[config.mk]
export PLATFORM = sky130hd
export DESIGN_NAME = vtg_multi_sync
export DESIGN_NICKNAME = d
export VERILOG_FILES = /design/src/rtl/vtg_pkg.sv /design/src/rtl/vtg_raster.sv /design/src/rtl/vtg_sync_out.sv /design/src/rtl/vtg_regs.sv /design/src/rtl/vtg_multi_sync.sv
export SDC_FILE = /design/constraint.sdc
export NUM_CORES = 2
export LEC_CHECK = 0
export BUFFER_PORTS_ARGS = -buffer_cell sky130_fd_sc_hd__buf_2
export CORE_ASPECT_RATIO = 1.4
export CORE_MARGIN = 3
export CORE_UTILIZATION = 45
export DETAILED_ROUTE_END_ITERATION = 10
export PLACE_DENSITY_LB_ADDON = 0.2
export SYNTH_ARGS = -nofsm -noshare
export SYNTH_HDL_FRONTEND = slang
export SYNTH_HIERARCHICAL = 1
export SYNTH_SLANG_ARGS = --single-unit
[constraint.sdc]
create_clock -name clk -period 3.33 [get_ports clk]
set_clock_uncertainty 0.05 [all_clocks]
set_input_delay 0.666 -clock clk [delete_from_list [all_inputs] [get_ports clk]]
set_output_delay 0.666 -clock clk [all_outputs]
set_load 0.01 [all_outputs]
[src/rtl/vtg_pkg.sv]
package vtg_pkg;
  localparam int DW = 32;
  localparam int HW = 16;

  localparam int A_LINELEN  = 0;
  localparam int A_HALFLN   = 1;
  localparam int A_RESTART  = 2;
  localparam int A_STS      = 3;
  localparam int A_STS_CLR  = 4;
  localparam int A_MASK     = 5;
  localparam int A_MSK_SET  = 6;
  localparam int A_MSK_CLR  = 7;
  localparam int A_WIN_BASE = 8;
  localparam int A_OUT_BASE = 32;
  localparam int A_OUT_STEP = 8;

  typedef struct packed {
    logic [DW-1:0] hs;
    logic [DW-1:0] vl_top;
    logic [DW-1:0] vl_bot;
    logic [DW-1:0] vo_top;
    logic [DW-1:0] vo_bot;
  } sync_cfg_t;

  // half-open span [a,b) on a circular axis; empty when a == b
  function automatic logic span_hit(input logic [DW-1:0] p, a, b);
    if (a <= b) return (p >= a) && (p < b);
    return (p >= a) || (p < b);
  endfunction

  // inclusive rectangle, corners packed as {line, pixel}
  function automatic logic box_hit(input logic [HW-1:0] ln, px,
                                   input logic [DW-1:0] st, sp);
    return (ln >= st[DW-1:HW]) && (ln <= sp[DW-1:HW]) &&
           (px >= st[HW-1:0]) && (px <= sp[HW-1:0]);
  endfunction
endpackage

[src/rtl/vtg_raster.sv]
module vtg_raster
  import vtg_pkg::*;
(
  input  logic          clk,
  input  logic          rst_n,
  input  logic          ce,
  input  logic          restart,
  input  logic [HW-1:0] line_len,
  input  logic [HW-1:0] half_lines,
  output logic [HW-1:0] pix,
  output logic [HW-1:0] line,
  output logic          is_bot,
  output logic          evt_top,
  output logic          evt_bot
);
  logic          at_start;
  logic          line_end;
  logic          field_end;
  logic [HW:0]   n_lines;

  assign n_lines   = {2'b00, half_lines[HW-1:1]};
  assign at_start  = (line == HW'(1)) && (pix == '0);
  assign line_end  = ({1'b0, pix} + 1'b1) >= {1'b0, line_len};
  assign field_end = {1'b0, line} >= n_lines;
  assign evt_top   = ce && at_start && !is_bot;
  assign evt_bot   = ce && at_start && is_bot;

  always_ff @(posedge clk or negedge rst_n) begin
    if (!rst_n) begin
      pix    <= '0;
      line   <= HW'(1);
      is_bot <= 1'b0;
    end else if (restart) begin
      pix    <= '0;
      line   <= HW'(1);
      is_bot <= 1'b0;
    end else if (ce) begin
      if (line_end) begin
        pix <= '0;
        if (field_end) begin
          line   <= HW'(1);
          is_bot <= !is_bot;
        end else begin
          line <= line + 1'b1;
        end
      end else begin
        pix <= pix + 1'b1;
      end
    end
  end


  pos_hold_chk: assert property (@(posedge clk) disable iff (!rst_n)
    (!ce && !restart) |=> ($stable(pix) && $stable(line) && $stable(is_bot)));

  field_flip_chk: assert property (@(posedge clk) disable iff (!rst_n)
    !$stable(is_bot) |-> (line == HW'(1) && pix == '0));

  line_nonzero_chk: assert property (@(posedge clk) disable iff (!rst_n)
    line != '0);
endmodule

[src/rtl/vtg_sync_out.sv]
module vtg_sync_out
  import vtg_pkg::*;
(
  input  logic          clk,
  input  logic          rst_n,
  input  logic [HW-1:0] pix,
  input  logic [HW-1:0] line,
  input  logic          is_bot,
  input  sync_cfg_t     cfg,
  output logic          hs_o,
  output logic          vs_o
);
  logic [DW-1:0] vl, vo, pos, rise_key, fall_key;
  logic          hs_d, vs_d;

  assign vl       = is_bot ? cfg.vl_bot : cfg.vl_top;
  assign vo       = is_bot ? cfg.vo_bot : cfg.vo_top;
  assign pos      = {line, pix};
  assign rise_key = {vl[HW-1:0], vo[HW-1:0]};
  assign fall_key = {vl[DW-1:HW], vo[DW-1:HW]};
  assign hs_d     = span_hit({{HW{1'b0}}, pix}, {{HW{1'b0}}, cfg.hs[HW-1:0]},
                             {{HW{1'b0}}, cfg.hs[DW-1:HW]});
  assign vs_d     = span_hit(pos, rise_key, fall_key);

  always_ff @(posedge clk or negedge rst_n) begin
    if (!rst_n) begin
      hs_o <= 1'b0;
      vs_o <= 1'b0;
    end else begin
      hs_o <= hs_d;
      vs_o <= vs_d;
    end
  end


  hs_null_chk: assert property (@(posedge clk) disable iff (!rst_n)
    (cfg.hs[HW-1:0] == cfg.hs[DW-1:HW]) |=> !hs_o);

  vs_null_chk: assert property (@(posedge clk) disable iff (!rst_n)
    (rise_key == fall_key) |=> !vs_o);
endmodule

[src/rtl/vtg_regs.sv]
module vtg_regs
  import vtg_pkg::*;
#(
  parameter int N_OUT = 4,
  parameter int AW    = 6
) (
  input  logic                       clk,
  input  logic                       rst_n,
  input  logic                       wr_en,
  input  logic [AW-1:0]              wr_addr,
  input  logic [DW-1:0]              wr_data,
  input  logic [AW-1:0]              rd_addr,
  output logic [DW-1:0]              rd_data,
  input  logic                       evt_top,
  input  logic                       evt_bot,
  output logic [HW-1:0]              line_len,
  output logic [HW-1:0]              half_lines,
  output logic                       restart,
  output logic [3:0][DW-1:0]         win,
  output sync_cfg_t [N_OUT-1:0]      cfg,
  output logic                       irq
);
  logic [1:0] sts, mask, sts_clr;
  int         wa;

  assign wa      = int'(wr_addr);
  assign restart = wr_en && (wa == A_RESTART) && wr_data[0];
  assign sts_clr = (wr_en && wa == A_STS_CLR) ? wr_data[1:0] : 2'b00;
  assign irq     = |(sts & mask);

  always_ff @(posedge clk or negedge rst_n) begin
    if (!rst_n) begin
      line_len   <= '0;
      half_lines <= '0;
      win        <= '0;
      cfg        <= '0;
      sts        <= '0;
      mask       <= '0;
    end else begin
      if (wr_en) begin
        case (wa)
          A_LINELEN: line_len   <= wr_data[HW-1:0];
          A_HALFLN:  half_lines <= wr_data[HW-1:0];
          A_MSK_SET: mask       <= mask | wr_data[1:0];
          A_MSK_CLR: mask       <= mask & ~wr_data[1:0];
          default: ;
        endcase
        for (int w = 0; w < 4; w++)
          if (wa == A_WIN_BASE + w) win[w] <= wr_data;
        for (int i = 0; i < N_OUT; i++) begin
          if (wa == A_OUT_BASE + i*A_OUT_STEP + 0) cfg[i].hs     <= wr_data;
          if (wa == A_OUT_BASE + i*A_OUT_STEP + 1) cfg[i].vl_top <= wr_data;
          if (wa == A_OUT_BASE + i*A_OUT_STEP + 2) cfg[i].vl_bot <= wr_data;
          if (wa == A_OUT_BASE + i*A_OUT_STEP + 3) cfg[i].vo_top <= wr_data;
          if (wa == A_OUT_BASE + i*A_OUT_STEP + 4) cfg[i].vo_bot <= wr_data;
        end
      end
      sts <= (sts & ~sts_clr) | {evt_top, evt_bot};
    end
  end

  always_comb begin
    case (int'(rd_addr))
      A_LINELEN: rd_data = {{(DW-HW){1'b0}}, line_len};
      A_HALFLN:  rd_data = {{(DW-HW){1'b0}}, half_lines};
      A_STS:     rd_data = {{(DW-2){1'b0}}, sts};
      A_MASK:    rd_data = {{(DW-2){1'b0}}, mask};
      default:   rd_data = '0;
    endcase
  end


  sts_top_set_chk: assert property (@(posedge clk) disable iff (!rst_n)
    evt_top |=> sts[1]);

  sts_bot_clr_chk: assert property (@(posedge clk) disable iff (!rst_n)
    (wr_en && wa == A_STS_CLR && wr_data[0] && !evt_bot) |=> !sts[0]);

  mask_set_chk: assert property (@(posedge clk) disable iff (!rst_n)
    (wr_en && wa == A_MSK_SET) |=> ((mask & $past(wr_data[1:0])) == $past(wr_data[1:0])));
endmodule

[src/rtl/vtg_multi_sync.sv]
module vtg_multi_sync
  import vtg_pkg::*;
#(
  parameter int N_OUT = 4,
  parameter int AW    = 6
) (
  input  logic             clk,
  input  logic             rst_n,
  input  logic             pix_ce,
  input  logic             wr_en,
  input  logic [AW-1:0]    wr_addr,
  input  logic [DW-1:0]    wr_data,
  input  logic [AW-1:0]    rd_addr,
  output logic [DW-1:0]    rd_data,
  output logic [N_OUT-1:0] hsync,
  output logic [N_OUT-1:0] vsync,
  output logic             active,
  output logic             irq
);
  localparam int ADDR_SPAN = A_OUT_BASE + N_OUT * A_OUT_STEP;

  logic [HW-1:0]         line_len, half_lines, pix, line;
  logic                  is_bot, evt_top, evt_bot, restart, act_d;
  logic [3:0][DW-1:0]    win;
  sync_cfg_t [N_OUT-1:0] cfg;

  initial if (ADDR_SPAN > (1 << AW)) $error("address space too small for N_OUT");

  vtg_regs #(.N_OUT(N_OUT), .AW(AW)) u_regs (
    .clk(clk), .rst_n(rst_n), .wr_en(wr_en), .wr_addr(wr_addr), .wr_data(wr_data),
    .rd_addr(rd_addr), .rd_data(rd_data), .evt_top(evt_top), .evt_bot(evt_bot),
    .line_len(line_len), .half_lines(half_lines), .restart(restart),
    .win(win), .cfg(cfg), .irq(irq)
  );

  vtg_raster u_raster (
    .clk(clk), .rst_n(rst_n), .ce(pix_ce), .restart(restart),
    .line_len(line_len), .half_lines(half_lines), .pix(pix), .line(line),
    .is_bot(is_bot), .evt_top(evt_top), .evt_bot(evt_bot)
  );

  for (genvar g = 0; g < N_OUT; g++) begin : g_out
    vtg_sync_out u_out (
      .clk(clk), .rst_n(rst_n), .pix(pix), .line(line), .is_bot(is_bot),
      .cfg(cfg[g]), .hs_o(hsync[g]), .vs_o(vsync[g])
    );
  end

  assign act_d = is_bot ? box_hit(line, pix, win[2], win[3])
                        : box_hit(line, pix, win[0], win[1]);

  always_ff @(posedge clk or negedge rst_n) begin
    if (!rst_n) active <= 1'b0;
    else        active <= act_d;
  end


  restart_pos_chk: assert property (@(posedge clk) disable iff (!rst_n)
    restart |=> (pix == '0 && line == HW'(1) && !is_bot));
endmodule

==> out/qor.yml <==
clock_network:
  root_buffer: "clkbuf_16"
  cts_sinks: 846
  clk_pin_slew_worst_paths_ns: 0.07
  clkLatencyLatePin_ns: 0.69
  cts_buffer_depth: 3
  htreeDepth: 3
  cts_tree: "yes"
  cts_buffers: 88
setup_path:
  crit_chain: "buf_12, buf_12, mux2i_1, inv_1, ha_1, a21oi_1, o21ai_0, a221o_1, nor3_1, buf_4, o2bb2ai_1, maj3_2"
  crit_top_cell: "buf_12"
  r2r-end: "g_out[3].u_out/vs_o"
  startpoint_type: "register"
  cp-end-kind: "register"
  r2r_start: "u_raster/is_bot"
  crit_arrival_ns: 3.78
  required_ns: 3.86
  r2r_slack_ns: 0.08
  critical_path_buf_inv_count: 4
  crit_fanout: 26
  worstSetupPathType: "register to register"
  cp_top_family: "buffers and inverters"
  cpPeakStageDelay_ns: 0.50
  reg2reg_depth: 12
  slowest_stage: "dfrtp_4"
pwr:
  power_density_nw_per_um2: 624
  ir_worst_vdd_mv: 0.373
  leakage_uw: 0.0312
  power_uw: 37000
global_route:
  grt_pass1_vias: 37500
  grt_pass1_wl_um: 236000
  track_usage_pct: 26.2
  grt_antenna_before_repair: 9
  grt_max_degree: 105
  grt_remaining_overflow: 0
yosys:
  netlist.area_leader.share_pct: 40.4
  seq_area_frac_synth_pct: 40.4
  netlist_top_cells_area: "dfrtp_1 40%, ha_1 17%, mux2_2 17%, mux2i_1 5.1%, inv_1 3.1%"
  synth-edff-count: 0
  synth_area_um2: 52400
  synthArstFlopShare_pct: 100
  ys.flop_type: "dfrtp_1"
  yosys_warnings: 6
  yosysMostFrequentCell: "dfrtp_1"
  ys_ff_latch: 846
  yosysTopAreaCell: "dfrtp_1"
  syn_inst: 4587
  ys_top_cells_by_count: "845 x dfrtp_1, 798 x mux2_2, 731 x ha_1"
  synth_cell_type_count: 82
  synth_area_per_cell_um2: 11.4
die:
  io_pins: 90
  fp-row-count: 147
  core_area_um2: 115000
  die-area_um2: 121000
  die_y_um: 410
  initial_utilization_pct: 45.5
  dieWidth_um: 294
placed_design:
  io_buffers: 73
  hpwl_um: 109000
  place_ws_ns: -0.332
  placed_area_um2: 55800
  place_congestion: 0.896
sta:
  min_period_over_period_pct: 97.7
  slew_headroom_pct: 19.7
  finalHoldViolations: 0
  worst_pin_slew_ns: 1.20
  setup_viol_count_final: 0
  fmax_ghz: 0.307
  setup_slack_ns: 0.0770
  period_minus_slack_ns: 3.25
  maxSlewViolCount: 0
hold_path:
  holdPathStages: 3
  min_from: "wr_addr[0]"
  hold_path.class: "input port to register"
outcome:
  outcome: "finished clean"
layout:
  fillCellCount: 10300
  final_area_um2: 59300
  area_growth_pct: 13.2
  fin_nets: 5582
  drive_above_1_share_pct: 27.6
  final_util_pct: 51.5
drt:
  drt_iter0_drc: 2334
  firstDrtPassIters: 5
  num_vias: 36700
  drc: 0
  wl_um: 158000
  wl_per_cell_um: 24.8
  viasPerCell: 5.77
  antenna_left: 0
job:
  cap_violations: 0
what timing repair did:
action	CTS	global route
buffers inserted	3	15
endpoints found under the setup margin	4	32
cloned	0	1
endpoints found under the hold margin	28	0
resized for setup	12	28
pin swaps	0	13
hold buffers	1	0
through the flow:
step                cells  TNS (ns)  hold slack (ns)
floorplan            4602         0            0.320
global placement     6183    -0.582            0.417
detailed placement   6183    -0.643            0.426
CTS                  6348         0            0.353
global route         6365    -0.233            0.411
finish               6370         0            0.390
routing by layer:
| layer | vias to the layer above | routed length, um | GRT usage (%) | part of all wire [%] |
|---|---|---|---|---|
| li1 | 17000 | - | - | - |
| met1 | 18700 | 65000 | 32.2 | 41 |
| met2 | 819 | 79100 | 46.2 | 50 |
| met3 | 270 | 6430 | 2.64 | 4.1 |
| met4 | 0 | 7510 | 12.0 | 4.8 |
| met5 | - | 0 | 0 | 0 |
sequential cells by signal, indices dropped and copies added (netlist names), named ones only:
name / flops
u_regs/cfg: 640
u_regs/win: 128
u_raster/line: 16
u_raster/pix: 16
u_regs/half_lines: 16
u_regs/line_len: 16
g_out.u_out/hs_o: 4
g_out.u_out/vs_o: 4
u_regs/sts: 2
active: 1
u_raster/is_bot: 1
worst reg2reg max path, cell delays in order, from the launching register on:
cell and delay (ns):
dfrtp_4 0.50, buf_12 0.24, buf_12 0.26, mux2i_1 0.29, inv_1 0.07, ha_1 0.33, a21oi_1 0.16, o21ai_0 0.16
a221o_1 0.35, nor3_1 0.21, buf_4 0.18, o2bb2ai_1 0.07, maj3_2 0.30
area by class of cell:
class	count	area [um2]	share of cell area, %
Tap cell	1490	1860	3.14
Antenna cell	6	15.0	0.0253
Multi-Input combinational cell	3118	28900	48.7
Clock buffer	118	2590	4.37
Clock inverter	43	484	0.817
Inverter	436	1640	2.76
Timing Repair Buffer	313	2620	4.42
Sequential cell	846	21200	35.7
power breakdown:
group / leakage, uW / total, uW / switching (uW) / internal, uW
Sequential: 0.0112 / 12600 / 936 / 11700
Clock: 0.00150 / 10600 / 4380 / 6170
Combinational: 0.0185 / 13800 / 7590 / 6260
logic make-up after synthesis:
logic type	Yosys count	synth area share, %
muxes	1076	22.5
xor gates and xnor gates	14	0.234
adders and majority gates	739	17.6
buffers and inverters	639	4.96
DFF	846	40.4
and+or+nand+nor	627	6.29
other	1	0.00716
AOI/OAI and AO/OA	645	7.98
worst max path at each step:
stage / startpoint / end / slack (ns) / cells after the start
2_1_floorplan: u_raster/pix[2] / u_raster/line[12] / 0.003 / 17
3_3_place_gp: u_raster/is_bot / g_out[2].u_out/vs_o / -0.34 / 11
3_5_place_dp: u_raster/is_bot / g_out[2].u_out/vs_o / -0.33 / 11
4_1_cts: u_raster/is_bot / g_out[2].u_out/vs_o / 0.02 / 11
5_1_grt: u_raster/pix[3] / u_raster/line[14] / -0.04 / 16
6_report: u_raster/is_bot / g_out[3].u_out/vs_o / 0.08 / 12
placed cells by master, fill, tap and decap left out, types with 17 or more instances in the layout:
cell,instances
a21o_1,129
nor2b_1,35
buf_4,202
nand2b_1,32
nand4_1,112
dfrtp_1,836
a21oi_1,201
buf_2,72
mux2i_1,259
mux2_2,798
a211oi_1,34
nor3_1,29
nor2_1,114
buf_12,33
ha_1,730
o21ai_1,22
inv_1,435
clkbuf_8,17
nand2_1,170
nor4_1,22
o21ai_0,100
clkbuf_16,93
o211ai_1,23
clkinv_2,19
nand3_1,38
Note: power is estimated with default switching activity, not from simulation.
